==> src/rtl/tsync_pkg.sv <==
package tsync_pkg;
   localparam int unsigned ADR_CTRL   = 0;
   localparam int unsigned ADR_CNT_LO = 1;
   localparam int unsigned ADR_CNT_HI = 2;
   localparam int unsigned ADR_TGT_LO = 3;
   localparam int unsigned ADR_TGT_HI = 4;

   localparam int unsigned HALT_BIT   = 1;
   localparam int unsigned RUN_BIT    = 2;
   localparam int unsigned SRC_LSB    = 16;

   localparam logic [1:0]  SRC_WDOG   = 2'b10;
endpackage

==> src/rtl/tsync_regs.sv <==
module tsync_regs
   import tsync_pkg::*;
#(
   parameter int unsigned BUS_W  = 32,
   parameter int unsigned ADDR_W = 3,
   parameter int unsigned CNT_W  = 64,
   localparam int unsigned NHALF = CNT_W / BUS_W,
   localparam int unsigned TGT_W = CNT_W - 1,
   localparam int unsigned HI_TW = TGT_W - BUS_W
) (
   input  logic              clk,
   input  logic              rst,
   input  logic              wr,
   input  logic              rd,
   input  logic [ADDR_W-1:0] addr,
   input  logic [BUS_W-1:0]  wdata,
   input  logic [CNT_W-1:0]  cnt,
   output logic              halt_p,
   output logic              run_p,
   output logic [NHALF-1:0]  ld_half,
   output logic [1:0]        src_sel,
   output logic [TGT_W-1:0]  tgt,
   output logic              arm_wr,
   output logic              arm_en,
   output logic [BUS_W-1:0]  rdata
);
   logic [1:0]       src_q;
   logic [BUS_W-1:0] tgt_lo_q;
   logic [HI_TW-1:0] tgt_hi_q;
   logic             en_q;
   logic [BUS_W-1:0] shadow_q;
   logic [BUS_W-1:0] rdata_q;
   logic [BUS_W-1:0] rd_val;

   function automatic logic hit_adr(input logic [ADDR_W-1:0] a, input int unsigned tgt_adr);
      return a == ADDR_W'(tgt_adr);
   endfunction

   logic wr_ctrl, wr_tlo, wr_thi, rd_clo;
   assign wr_ctrl = wr && hit_adr(addr, ADR_CTRL);
   assign wr_tlo  = wr && hit_adr(addr, ADR_TGT_LO);
   assign wr_thi  = wr && hit_adr(addr, ADR_TGT_HI);
   assign rd_clo  = rd && hit_adr(addr, ADR_CNT_LO);

   assign halt_p  = wr_ctrl && wdata[HALT_BIT];
   assign run_p   = wr_ctrl && wdata[RUN_BIT];
   assign arm_wr  = wr_thi;
   assign arm_en  = wdata[BUS_W-1];

   for (genvar h = 0; h < NHALF; h++) begin : g_ld
      assign ld_half[h] = wr && hit_adr(addr, ADR_CNT_LO + h);
   end

   always_ff @(posedge clk) begin
      if (rst) begin
         src_q    <= '0;
         tgt_lo_q <= '0;
         tgt_hi_q <= '0;
         en_q     <= 1'b0;
      end else begin
         if (wr_ctrl) src_q <= wdata[SRC_LSB +: 2];
         if (wr_tlo)  tgt_lo_q <= wdata;
         if (wr_thi) begin
            tgt_hi_q <= wdata[HI_TW-1:0];
            en_q     <= wdata[BUS_W-1];
         end
      end
   end

   always_comb begin
      rd_val = '0;
      if (hit_adr(addr, ADR_CTRL))        rd_val[SRC_LSB +: 2] = src_q;
      else if (hit_adr(addr, ADR_CNT_LO)) rd_val = cnt[BUS_W-1:0];
      else if (hit_adr(addr, ADR_CNT_HI)) rd_val = shadow_q;
      else if (hit_adr(addr, ADR_TGT_LO)) rd_val = tgt_lo_q;
      else if (hit_adr(addr, ADR_TGT_HI)) rd_val = {en_q, tgt_hi_q};
   end

   always_ff @(posedge clk) begin
      if (rst) begin
         rdata_q  <= '0;
         shadow_q <= '0;
      end else if (rd) begin
         rdata_q <= rd_val;
         if (rd_clo) shadow_q <= cnt[CNT_W-1:BUS_W];
      end
   end

   assign src_sel = src_q;
   assign tgt     = {tgt_hi_q, tgt_lo_q};
   assign rdata   = rdata_q;

   AST_RDATA_HOLD: assert property (@(posedge clk) disable iff (rst)
      !rd |=> $stable(rdata)) else $error("read data moved without a read");
   AST_SHADOW_CAPTURE: assert property (@(posedge clk) disable iff (rst)
      rd_clo |=> shadow_q == $past(cnt[CNT_W-1:BUS_W])) else $error("high word not captured");
endmodule

==> src/rtl/tsync_counter.sv <==
module tsync_counter #(
   parameter int unsigned CNT_W = 64,
   parameter int unsigned BUS_W = 32,
   localparam int unsigned NHALF = CNT_W / BUS_W
) (
   input  logic             clk,
   input  logic             rst,
   input  logic             halt_p,
   input  logic             run_p,
   input  logic [NHALF-1:0] ld_half,
   input  logic [BUS_W-1:0] ld_data,
   output logic [CNT_W-1:0] cnt
);
   logic             run_q;
   logic [CNT_W-1:0] cnt_q;
   logic [CNT_W-1:0] step;
   logic [CNT_W-1:0] cnt_nxt;

   assign step = run_q ? cnt_q + CNT_W'(1) : cnt_q;

   for (genvar h = 0; h < NHALF; h++) begin : g_half
      assign cnt_nxt[h*BUS_W +: BUS_W] = (!run_q && ld_half[h]) ? ld_data
                                                                : step[h*BUS_W +: BUS_W];
   end

   always_ff @(posedge clk) begin
      if (rst) begin
         cnt_q <= '0;
         run_q <= 1'b1;
      end else begin
         cnt_q <= cnt_nxt;
         if (halt_p)     run_q <= 1'b0;
         else if (run_p) run_q <= 1'b1;
      end
   end

   assign cnt = cnt_q;

   AST_CNT_STEP: assert property (@(posedge clk) disable iff (rst)
      run_q |=> cnt_q == $past(cnt_q) + CNT_W'(1)) else $error("count did not step");
   AST_CNT_FROZEN: assert property (@(posedge clk) disable iff (rst)
      (!run_q && ld_half == '0) |=> $stable(cnt_q)) else $error("halted count moved");
   AST_HALT_WINS: assert property (@(posedge clk) disable iff (rst)
      halt_p |=> !run_q) else $error("halt did not stop the count");
   AST_LOAD_GATED: assert property (@(posedge clk) disable iff (rst)
      (run_q && ld_half != '0) |=> cnt_q == $past(cnt_q) + CNT_W'(1)) else $error("load while running");
endmodule

==> src/rtl/tsync_match.sv <==
module tsync_match
   import tsync_pkg::*;
#(
   parameter int unsigned TGT_W = 63
) (
   input  logic             clk,
   input  logic             rst,
   input  logic [TGT_W-1:0] cnt_low,
   input  logic [TGT_W-1:0] tgt,
   input  logic             arm_wr,
   input  logic             arm_en,
   input  logic [1:0]       src_sel,
   output logic             pin
);
   logic armed_q;
   logic pin_q;
   logic hit;
   logic route;

   assign hit   = armed_q && (cnt_low == tgt);
   assign route = (src_sel == SRC_WDOG);

   always_ff @(posedge clk) begin
      if (rst) begin
         armed_q <= 1'b0;
         pin_q   <= 1'b0;
      end else begin
         if (arm_wr)   armed_q <= arm_en;
         else if (hit) armed_q <= 1'b0;
         if (hit && route) pin_q <= ~pin_q;
      end
   end

   assign pin = pin_q;

   AST_PIN_TOGGLE: assert property (@(posedge clk) disable iff (rst)
      (hit && route) |=> pin_q != $past(pin_q)) else $error("pin missed toggle");
   AST_PIN_HOLD: assert property (@(posedge clk) disable iff (rst)
      !(hit && route) |=> $stable(pin_q)) else $error("pin moved without routed match");
   AST_ONE_SHOT: assert property (@(posedge clk) disable iff (rst)
      (hit && !arm_wr) |=> !armed_q) else $error("arming not consumed");
   AST_REARM: assert property (@(posedge clk) disable iff (rst)
      arm_wr |=> armed_q == $past(arm_en)) else $error("arm write ignored");
endmodule

==> src/rtl/tsync_match_timer.sv <==
module tsync_match_timer
   import tsync_pkg::*;
#(
   parameter int unsigned BUS_W  = 32,
   parameter int unsigned ADDR_W = 3,
   parameter int unsigned CNT_W  = 64
) (
   input  logic              clk,
   input  logic              rst,
   input  logic              bus_wr,
   input  logic              bus_rd,
   input  logic [ADDR_W-1:0] bus_addr,
   input  logic [BUS_W-1:0]  bus_wdata,
   output logic [BUS_W-1:0]  bus_rdata,
   output logic              ts_pin
);
   localparam int unsigned NHALF = CNT_W / BUS_W;
   localparam int unsigned TGT_W = CNT_W - 1;

   initial begin : p_param_chk
      assert (CNT_W == 2 * BUS_W) else $fatal(1, "count must be two bus words");
      assert (BUS_W >= SRC_LSB + 2) else $fatal(1, "bus too narrow for source field");
      assert (ADDR_W >= 3) else $fatal(1, "address too narrow for register map");
   end

   logic             halt_p, run_p, arm_wr, arm_en;
   logic [NHALF-1:0] ld_half;
   logic [1:0]       src_sel;
   logic [TGT_W-1:0] tgt;
   logic [CNT_W-1:0] cnt;

   tsync_regs #(.BUS_W(BUS_W), .ADDR_W(ADDR_W), .CNT_W(CNT_W)) u_regs (
      .clk(clk), .rst(rst), .wr(bus_wr), .rd(bus_rd), .addr(bus_addr),
      .wdata(bus_wdata), .cnt(cnt), .halt_p(halt_p), .run_p(run_p),
      .ld_half(ld_half), .src_sel(src_sel), .tgt(tgt), .arm_wr(arm_wr),
      .arm_en(arm_en), .rdata(bus_rdata)
   );

   tsync_counter #(.CNT_W(CNT_W), .BUS_W(BUS_W)) u_cnt (
      .clk(clk), .rst(rst), .halt_p(halt_p), .run_p(run_p),
      .ld_half(ld_half), .ld_data(bus_wdata), .cnt(cnt)
   );

   tsync_match #(.TGT_W(TGT_W)) u_match (
      .clk(clk), .rst(rst), .cnt_low(cnt[TGT_W-1:0]), .tgt(tgt),
      .arm_wr(arm_wr), .arm_en(arm_en), .src_sel(src_sel), .pin(ts_pin)
   );

   AST_RESET_PIN: assert property (@(posedge clk)
      rst |=> (ts_pin == 1'b0 && bus_rdata == '0)) else $error("reset state wrong");
endmodule

==> config.mk <==
export PLATFORM = sky130hd
export DESIGN_NAME = tsync_match_timer
export DESIGN_NICKNAME = d
export VERILOG_FILES = /design/src/rtl/tsync_pkg.sv /design/src/rtl/tsync_regs.sv /design/src/rtl/tsync_counter.sv /design/src/rtl/tsync_match.sv /design/src/rtl/tsync_match_timer.sv
export SDC_FILE = /design/constraint.sdc
export NUM_CORES = 1
export LEC_CHECK = 0
export ABC_AREA = 1
export BUFFER_PORTS_ARGS = -buffer_cell sky130_fd_sc_hd__buf_4
export CORE_MARGIN = 2
export CORE_UTILIZATION = 35
export CTS_CLUSTER_DIAMETER = 50
export DETAILED_ROUTE_END_ITERATION = 10
export HOLD_SLACK_MARGIN = 0.15
export PLACE_DENSITY = 0.63
export SKIP_CTS_REPAIR_TIMING = 1
export SYNTH_ARGS = -nofsm -noshare
export SYNTH_HDL_FRONTEND = slang
export SYNTH_SLANG_ARGS = --single-unit
==> constraint.sdc <==
create_clock -name clk -period 3.5 [get_ports clk]
set_clock_uncertainty 0.15 [all_clocks]
set_input_delay 0.175 -clock clk [delete_from_list [all_inputs] [get_ports clk]]
set_output_delay 0.175 -clock clk [all_outputs]
set_load 0.05 [all_outputs]
# Yosys cells after proc, flatten, opt, wreduce, memory -nomap -nowiden

Cells that the tools add are included.
W data, S select, Z words.

Bits in registers: 197
Logic and storage cells: 52
Input port bits: 39
Output and inout port bits: 33

Reductions and logical operators: 19
$add $sub $neg: 1
Bitwise gates (word level): 1
Mux-type cells: 14
Eq/ne operators: 6

Operators with widths:

| operator                | number |
|---|---|
| $mux W32                | 6 |
| $add A64 B1 Y64 const B | 1 |
| $mux W64                | 1 |
| $eq A63 B63 Y1          | 1 |
| $mux W16                | 1 |
| $mux W14                | 1 |
| $logic_and A1 B1 Y1     | 12 |
| $reduce_bool A2 Y1      | 4 |
| $eq A3 B2 Y1 const B    | 2 |
| $mux W1                 | 4 |
| $eq A3 B1 Y1 const B    | 1 |
| $eq A3 B3 Y1 const B    | 1 |
| $logic_not A3 Y1        | 1 |
| $eq A2 B2 Y1 const B    | 1 |
| $mux W2                 | 1 |
| $reduce_and A2 Y1       | 1 |
| $logic_not A1 Y1        | 1 |
| $not A1 Y1              | 1 |

# Logic depth before layout (Yosys ltp)

Gate-level depths: netlist (run 1).

Depth in word-level cells: 6
Gate-level depth with buffers: 12
Depth with buffers taken out: 12

# Hierarchy

From an unflattened synthesis (run 1), not the netlist that was laid out.

Cell total of the unflattened synthesis: 2025
Area, all modules: 12132.9 sq um

By module, submodules not included:

| module        | area each (sq um) | cells each | seq. area each (sq um) | times used |
|---|---|---|---|---|
| tsync_regs    | 5888.1            | 852        | 2602.5                 | 1 |
| tsync_counter | 4956.0            | 856        | 1301.2                 | 1 |
| tsync_match   | 1288.7            | 317        | 40.0                   | 1 |

# Least setup slack after synthesis (run 1)

OpenSTA, ideal clock, no wires.

Path kind: reg2reg
From: register u_cnt.cnt_q[0] (netlist: u_cnt.cnt[0])
To: register u_cnt.cnt_q[36] (netlist: u_cnt.cnt[36])
Period minus slack after synthesis: 1.841 ns
Arrival time: 1.575 ns
Setup slack: 1.659 ns
Path buffers: 0
Stages on the path, launching flop included: 11
Cells stage by stage: dfxtp_1 > ha_1 > nand2_2 > nor2_4 > nand2_4 > nor3_4 > nand2_4 > nor2_2 > nand3_1 > o211ai_1 > nor2_2

Longest elaborated chain between the ends: 3

RTL lines:

| item                   | RTL line            | RTL |
|---|---|---|
| start, declared        | tsync_counter.sv:15 | `logic [CNT_W-1:0] cnt_q;` |
| start signal, assigned | tsync_counter.sv:31 | `cnt_q <= cnt_nxt;` |
| $add A64 B1 Y64        | tsync_counter.sv:19 | `assign step = run_q ? cnt_q + CNT_W'(1) : cnt_q;` |
| $mux W64               | tsync_counter.sv:19 |  |
| $mux W32               | tsync_counter.sv:22 | `assign cnt_nxt[h*BUS_W +: BUS_W] = (!run_q && ld_half[h]) ? ld_data` |

No other way between the ends. The select of a mux whose other input is x is not followed.
A chain may end at the register's enable or synchronous reset.

# Worst setup path in the final report (run 1)

From: register u_cnt.cnt_q[24] (netlist: u_cnt.cnt[24])
To: register u_cnt.cnt_q[58] (netlist: u_cnt.cnt[58])

The elaborated chain is that of the path after synthesis.

==> results.toml, run 1 <==
[place]
gp_congestion = 1.04
port_buffers = 71
postPlaceCellArea_sq_um = 12000
dp_slack_ps = 1070
hpwl_um = 39900

[sta]
fmax_mhz = 392
rsz0062_at_grt = "false"
min_period_ps = 2550
hold_viol_final = 0
tns_ps = 0
layout_setup_ws_ps = 948
tightestPinTransition_ps = 960
setup_viol = 0
finalCritPeriodShare_pct = 72.9
drv_slew = 0
relSlewSlack_pct = 36.0

[global_route]
antenna_found_initial = 0
track_usage_pct = 32.5
grt_max_degree = 71
grt_pass1_wl_um = 78700
grt_pass1_vias = 11600
overflow = 0

[synthesis]
async_reset_ff_share_pct = 0
synth_edf_count = 0
yosysUniqueCellTypes = 44
syn_inst = 1746
seq_area_frac_synth_pct = 35.4
yosysWarnings = 0
synth_seq_cells = 197
ys.flop_type = "dfxtp_1"
avgSynthCellArea_sq_um = 6.38
synth_nets = 1786
netlist_area_sq_um = 11100

[drt]
final_antenna_net_count = 0
routed_wl_um = 54500
wl_per_cell_um = 24.5
routed_via_density = 5.77
drcViolationCount = 0
vias = 12800
drt_first_pass_iters = 7
drt_iter0_drc = 1599

[critical_path]
reg2regPathDepth = 9
crit_type = "reg -> reg"
crit_slowest_cell = "dfxtp_1"
cp.arrival_ps = 2720
worst_path_most_repeated_cell = "nand2_1"
reg2reg_setup_slack_ps = 950
reg2reg_to = "u_cnt.cnt[58]"
cp-end-kind = "register"
worstPathCellList = "nand2_1 > nor2_1 > nand2_1 > nor3_1 > nand2_1 > nand2_1 > nand3_1 > nand2_1 > a21oi_1"
critical-path-max-stage-delay_ps = 560
required_ps = 3670
cp-start-kind = "register"
cp_max_fo = 6
r2r-start = "u_cnt.cnt[24]"

[floorplan]
start_util_pct = 35.4
die_area_sq_um = 33300
rows = 65
die_w_um = 182
die_y_um = 182
ios = 72
fp.coreArea_sq_um = 31500

[layout]
final_layout_size_suffix_gt1_share_pct = 10.2
syn_to_final_growth_pct = 16.6
final_common_cell = "nand2_1"
final.fill_count = 3375
num_antenna_cells = 0
final_nets = 1848
seqCellArea_sq_um = 3950
fin_area_sq_um = 13000
mostFrequentLayoutCells = "426 x nand2_1, 201 x a21oi_1, 198 x inv_1"
fin_util_pct = 41.3
multi_input_area_sq_um = 6070

[cts]
cts-root-buf = "clkbuf_16"
clkSlewWorstSetupHoldPaths_ps = 90
clk_latency_ps = 460
clkSinkCount = 197
htree_levels = 4
cts_buffer_depth = 2
numCtsBuffers = 17
cts_tree = "done"

[power]
power.density_nw_per_um2 = 390
p_leak_nw = 4.75
vdd_drop_max_v = 0.000351
finalPower_mw = 5.07

[job]
cap_violations = 0

[min_path]
holdCritPathClass = "in -> reg"
hold_depth = 5
min_from = "bus_addr[2]"
holdPathEnd = "u_regs.rdata[31]"

[run_status]
status = "finished clean"
## routing by layer
metal  share of wire (%)  track usage [%]
met4                 3.8             12.8
met5                   0                0
met3                 8.5             5.35
met1                  44             44.6
met2                  44             50.9
## registers in the layout, indices dropped and copies added, names as in the netlist
| register | cells |
|---|---|
| u_cnt.run_q | 1 |
| u_regs.tgt_hi_q | 31 |
| u_match.armed_q | 1 |
| u_regs.rdata | 32 |
| u_regs.src_sel | 2 |
| u_regs.en_q | 1 |
| u_match.pin | 1 |
| u_regs.tgt_lo_q | 32 |
| u_regs.shadow_q | 32 |
| u_cnt.cnt | 64 |
## stage by stage
stage,hold WS (ps),std cells
detailed placement,306,2157
finish,142,2223
global route,186,2223
floorplan,168,1746
CTS,-152,2189
global placement,302,2157
## worst max-delay path: cells and delay by family (launching register included)
family,cells,cell delay [ps]
compound gates,1,60
flops,1,560
simple gates,8,1640
## final cells by class
cell class	count	area share, %
multi-input combinational	1254	46.7
clock buffer	19	3.41
sequential	197	30.4
clock inverter	13	1.26
tap	402	3.87
inverter	211	6.10
timing repair buffer	127	8.28
## Yosys cell counts, drive strengths merged, types with 3 or more instances
cell | instances | area share [%]
a211oi | 3 | 0.20
dfxtp | 197 | 35
o31ai | 3 | 0.20
o21bai | 3 | 0.20
and2 | 5 | 0.28
nand2 | 439 | 15
o21ai | 169 | 7.6
nand3 | 83 | 3.8
o211ai | 47 | 3.2
or2 | 4 | 0.22
o221ai | 36 | 2.8
clkbuf | 59 | 2.0
buf | 25 | 1.1
inv | 209 | 7.0
nor2 | 188 | 7.0
a21oi | 201 | 9.0
a31oi | 11 | 0.62
a311oi | 3 | 0.24
nor3 | 20 | 1.3
nand4 | 26 | 1.5
## power by group
group	internal (mW)	leakage, nW	switching (mW)
Combinational	0.185	2.87	0.408
Sequential	2.30	1.60	0.0488
Clock	1.10	0.290	1.03
Total	3.59	4.75	1.48
## logic make-up (layout without fill, tap and decap cells)
| group | after synthesis | in the layout | synth area share [%] |
|---|---|---|---|
| simple gates | 769 | 769 | 29.6 |
| compound gates | 482 | 482 | 24.5 |
| buf+inv | 295 | 370 | 10.2 |
| flops | 197 | 197 | 35.4 |
| xor+xnor | 2 | 2 | 0.157 |
| fa+ha+maj | 1 | 1 | 0.112 |
## worst max path at each step
stage,depth (start not counted),end,from
global placement,10,u_cnt.cnt[46],u_cnt.cnt[0]
global route,9,u_cnt.cnt[58],u_cnt.cnt[24]
finish,9,u_cnt.cnt[58],u_cnt.cnt[24]
detailed placement,10,u_cnt.cnt[46],u_cnt.cnt[0]
floorplan,10,u_cnt.cnt[36],u_cnt.cnt[0]
CTS,10,u_cnt.cnt[46],u_cnt.cnt[0]
Power figures use the tool's default switching activity.
==> run 2: changes to the inputs <==
Settings changed: ABC_AREA 1 to 0.
Clock period 3.5 ns to 2.6 ns, I/O delays scaled along.
==> results.toml, run 2 <==
[run_status]
status = "finished clean"

[drt]
vias = 10600
final_antenna_net_count = 0
drt_first_pass_iters = 8
routed_via_density = 5.84
routed_wl_um = 40100
drt_iter0_drc = 1320
drcViolationCount = 0
wl_per_cell_um = 22.1

[critical_path]
cp_top_family = "simple AND/OR/NAND/NOR gates"
crit_slowest_cell = "or4_1"
cp_max_fo = 5
crit_type = "reg -> reg"
reg2reg_setup_slack_ps = 110
worstPathCellList = "xnor2_1 > buf_4 > nand4_1 > nor4_1 > buf_4 > nand4_1 > or4_1 > a21oi_1"
path_buf_inv = 2
endpoint = "u_match.pin"
cp-startpoint = "u_cnt.cnt[25]"
reg2reg_to = "u_match.pin"
required_ps = 2810
path_depth = 8
r2r-start = "u_cnt.cnt[25]"
cp-end-kind = "register"
reg2regPathDepth = 8
cp-start-kind = "register"
cp.arrival_ps = 2700
critical-path-max-stage-delay_ps = 500

[synthesis]
avgSynthCellArea_sq_um = 7.68
synth_top_area_share_pct = 38.2
yosysWarnings = 0
seq_area_frac_synth_pct = 38.2
synthTopCellsByCount = "258 x nand2_1, 197 x dfxtp_1, 189 x a21oi_1"
syn_inst = 1346
synth_top_family_by_area = "compound AO/OA/AOI/OAI gates"
yosys.area_share.simple_pct = 23.4
synth_seq_cells = 197
yosys.area_share.adder_pct = 0.121
yosysUniqueCellTypes = 59
synth_compound_area_share_pct = 24.0
synth_top_area_cell = "dfxtp_1"
synth_area_leaders = "dfxtp_1 38%, nand2_1 9.4%, a21oi_1 9.2%, a211oi_1 4.1%, xnor2_1 4.0%"
netlist_area_sq_um = 10300
synth_edf_count = 0
synthMuxAreaShare_pct = 1.51
synth_nets = 1386
post-synth-top-count-cell = "nand2_1"
async_reset_ff_share_pct = 0
ys.flop_type = "dfxtp_1"
synth_xor_area_share_pct = 6.95

[layout]
mostFrequentLayoutCells = "258 x nand2_1, 193 x dfxtp_1, 189 x a21oi_1"
final_layout_size_suffix_gt1_share_pct = 15.3
final_nets = 1462
num_antenna_cells = 0
final_common_cell = "nand2_1"
largest_register_ff_count = 64
fin_cells = 1819
syn_to_final_growth_pct = 20.8

[place]
hpwl_um = 28300
port_buffers = 71
dp_slack_ps = 112
dp_cells = 1749
gp_congestion = 0.982

[power]
finalPower_mw = 6.60
vdd_drop_max_v = 0.000440
cellInternalPower_mw = 4.66
p_sw_share_pct = 29.3
pwr-share-comb_pct = 11.6
p_seq_share_pct = 47.6
p_leak_nw = 4.34
clkPwrFrac_pct = 40.8
power.density_nw_per_um2 = 529
p_sw_mw = 1.94

[sta]
drv_slew = 0
hold_viol_final = 0
rsz0062_at_grt = "false"
setup_viol = 0
fmax_mhz = 402
finalCritPeriodShare_pct = 95.6
hold_slack_ps = 144
tns_ps = 0
tightestPinTransition_ps = 954
layout_setup_ws_ps = 113
min_period_ps = 2490
relSlewSlack_pct = 36.4

[global_route]
overflow = 0
track_usage_pct = 25.5
grt_pass1_vias = 9597
met3_usage_pct = 6.56
grt_pass1_wl_um = 59900
busiest_layer = "met2"
antenna_found_initial = 0
gr-usage-met2_pct = 37.9
grt_max_degree = 85
use_met1_pct = 34.5

[job]
cap_violations = 0

[floorplan]
fp.coreArea_sq_um = 28900
die_area_sq_um = 30900
die_w_um = 176
ios = 72
die_y_um = 176
rows = 62
start_util_pct = 35.8

[cts]
htree_levels = 4
cts_buffer_depth = 2
numCtsBuffers = 17
cts-root-buf = "clkbuf_16"
clk_latency_ps = 440
clkSlewWorstSetupHoldPaths_ps = 90
cts_tree = "done"
clkSinkCount = 197

[min_path]
min_from = "bus_wr"
holdCritPathClass = "in -> reg"
-- run 2: changes by cell type in the layout (fill, tap and decap cells not counted), moves of 35 or more --
cell / before / now
a22oi_1: 0 / 35
nand2_1: 426 / 258
a211oi_1: 3 / 57
o21ai_0: 164 / 21
nand3_1: 81 / 26
xnor2_1: 0 / 47
inv_1: 198 / 15
o22ai_1: 2 / 37
nor2_1: 166 / 46
buf_4: 90 / 148
-- run 2: layer usage --
| metal | vias up | wire [um] |
|---|---|---|
| li1 | 4928 | - |
| met4 | 2 | 1610 |
| met5 | - | 74 |
| met1 | 5024 | 17000 |
| met3 | 98 | 4000 |
| met2 | 568 | 17500 |
-- run 2: worst min path at each step --
stage / end / depth (start not counted) / slack (ps)
global route: u_regs.tgt_lo_q[10] / 5 / 170
global placement: u_regs.tgt_hi_q[14] / 3 / 260
detailed placement: u_regs.tgt_hi_q[30] / 3 / 270
floorplan: u_regs.tgt_hi_q[11] / 2 / 120
CTS: u_regs.tgt_hi_q[30] / 3 / -190
finish: u_regs.tgt_lo_q[16] / 5 / 140
-- run 2: layout make-up --
type | instances | area, sq um
fillers | 2967 | 16400
clock buffers | 18 | 439
well taps | 384 | 480
flip-flops and latches | 197 | 3950
repair buffers | 190 | 1560
multi-input cells | 1001 | 5850
clock inverters | 14 | 149
inverters | 15 | 56.3
-- run 2: power groups by stage --
stage / Clock (mW) / Combinational [mW] / Sequential (mW)
floorplan: 0 / 0.355 / 3.23
global placement: 0 / 0.703 / 3.21
detailed placement: 0 / 0.701 / 3.21
CTS: 2.71 / 0.704 / 3.14
global route: 2.83 / 0.804 / 3.15
finish: 2.69 / 0.767 / 3.14
-- run 2: metrics by stage --
stage,utilization (%),cell area (sq um)
3_5_place_dp,39.9,11500
5_1_grt,43.3,12500
3_3_place_gp,39.9,11500
4_1_cts,41.9,12100
6_report,43.3,12500
2_1_floorplan,-,10300
-- run 2: cells by family after synthesis --
family	after synthesis
buffers and inverters	148
flip-flops	197
XOR/XNOR	82
multiplexers	15
AO/OA/AOI/OAI	403
adder cells (fa/ha/maj)	1
AND/OR/NAND/NOR	500
-- run 2: tightest hold or removal path, stage by stage --
cell and delay, ps:
buf_4 120, nand3_1 90, buf_4 210, nand2_1 80
a21oi_1 50
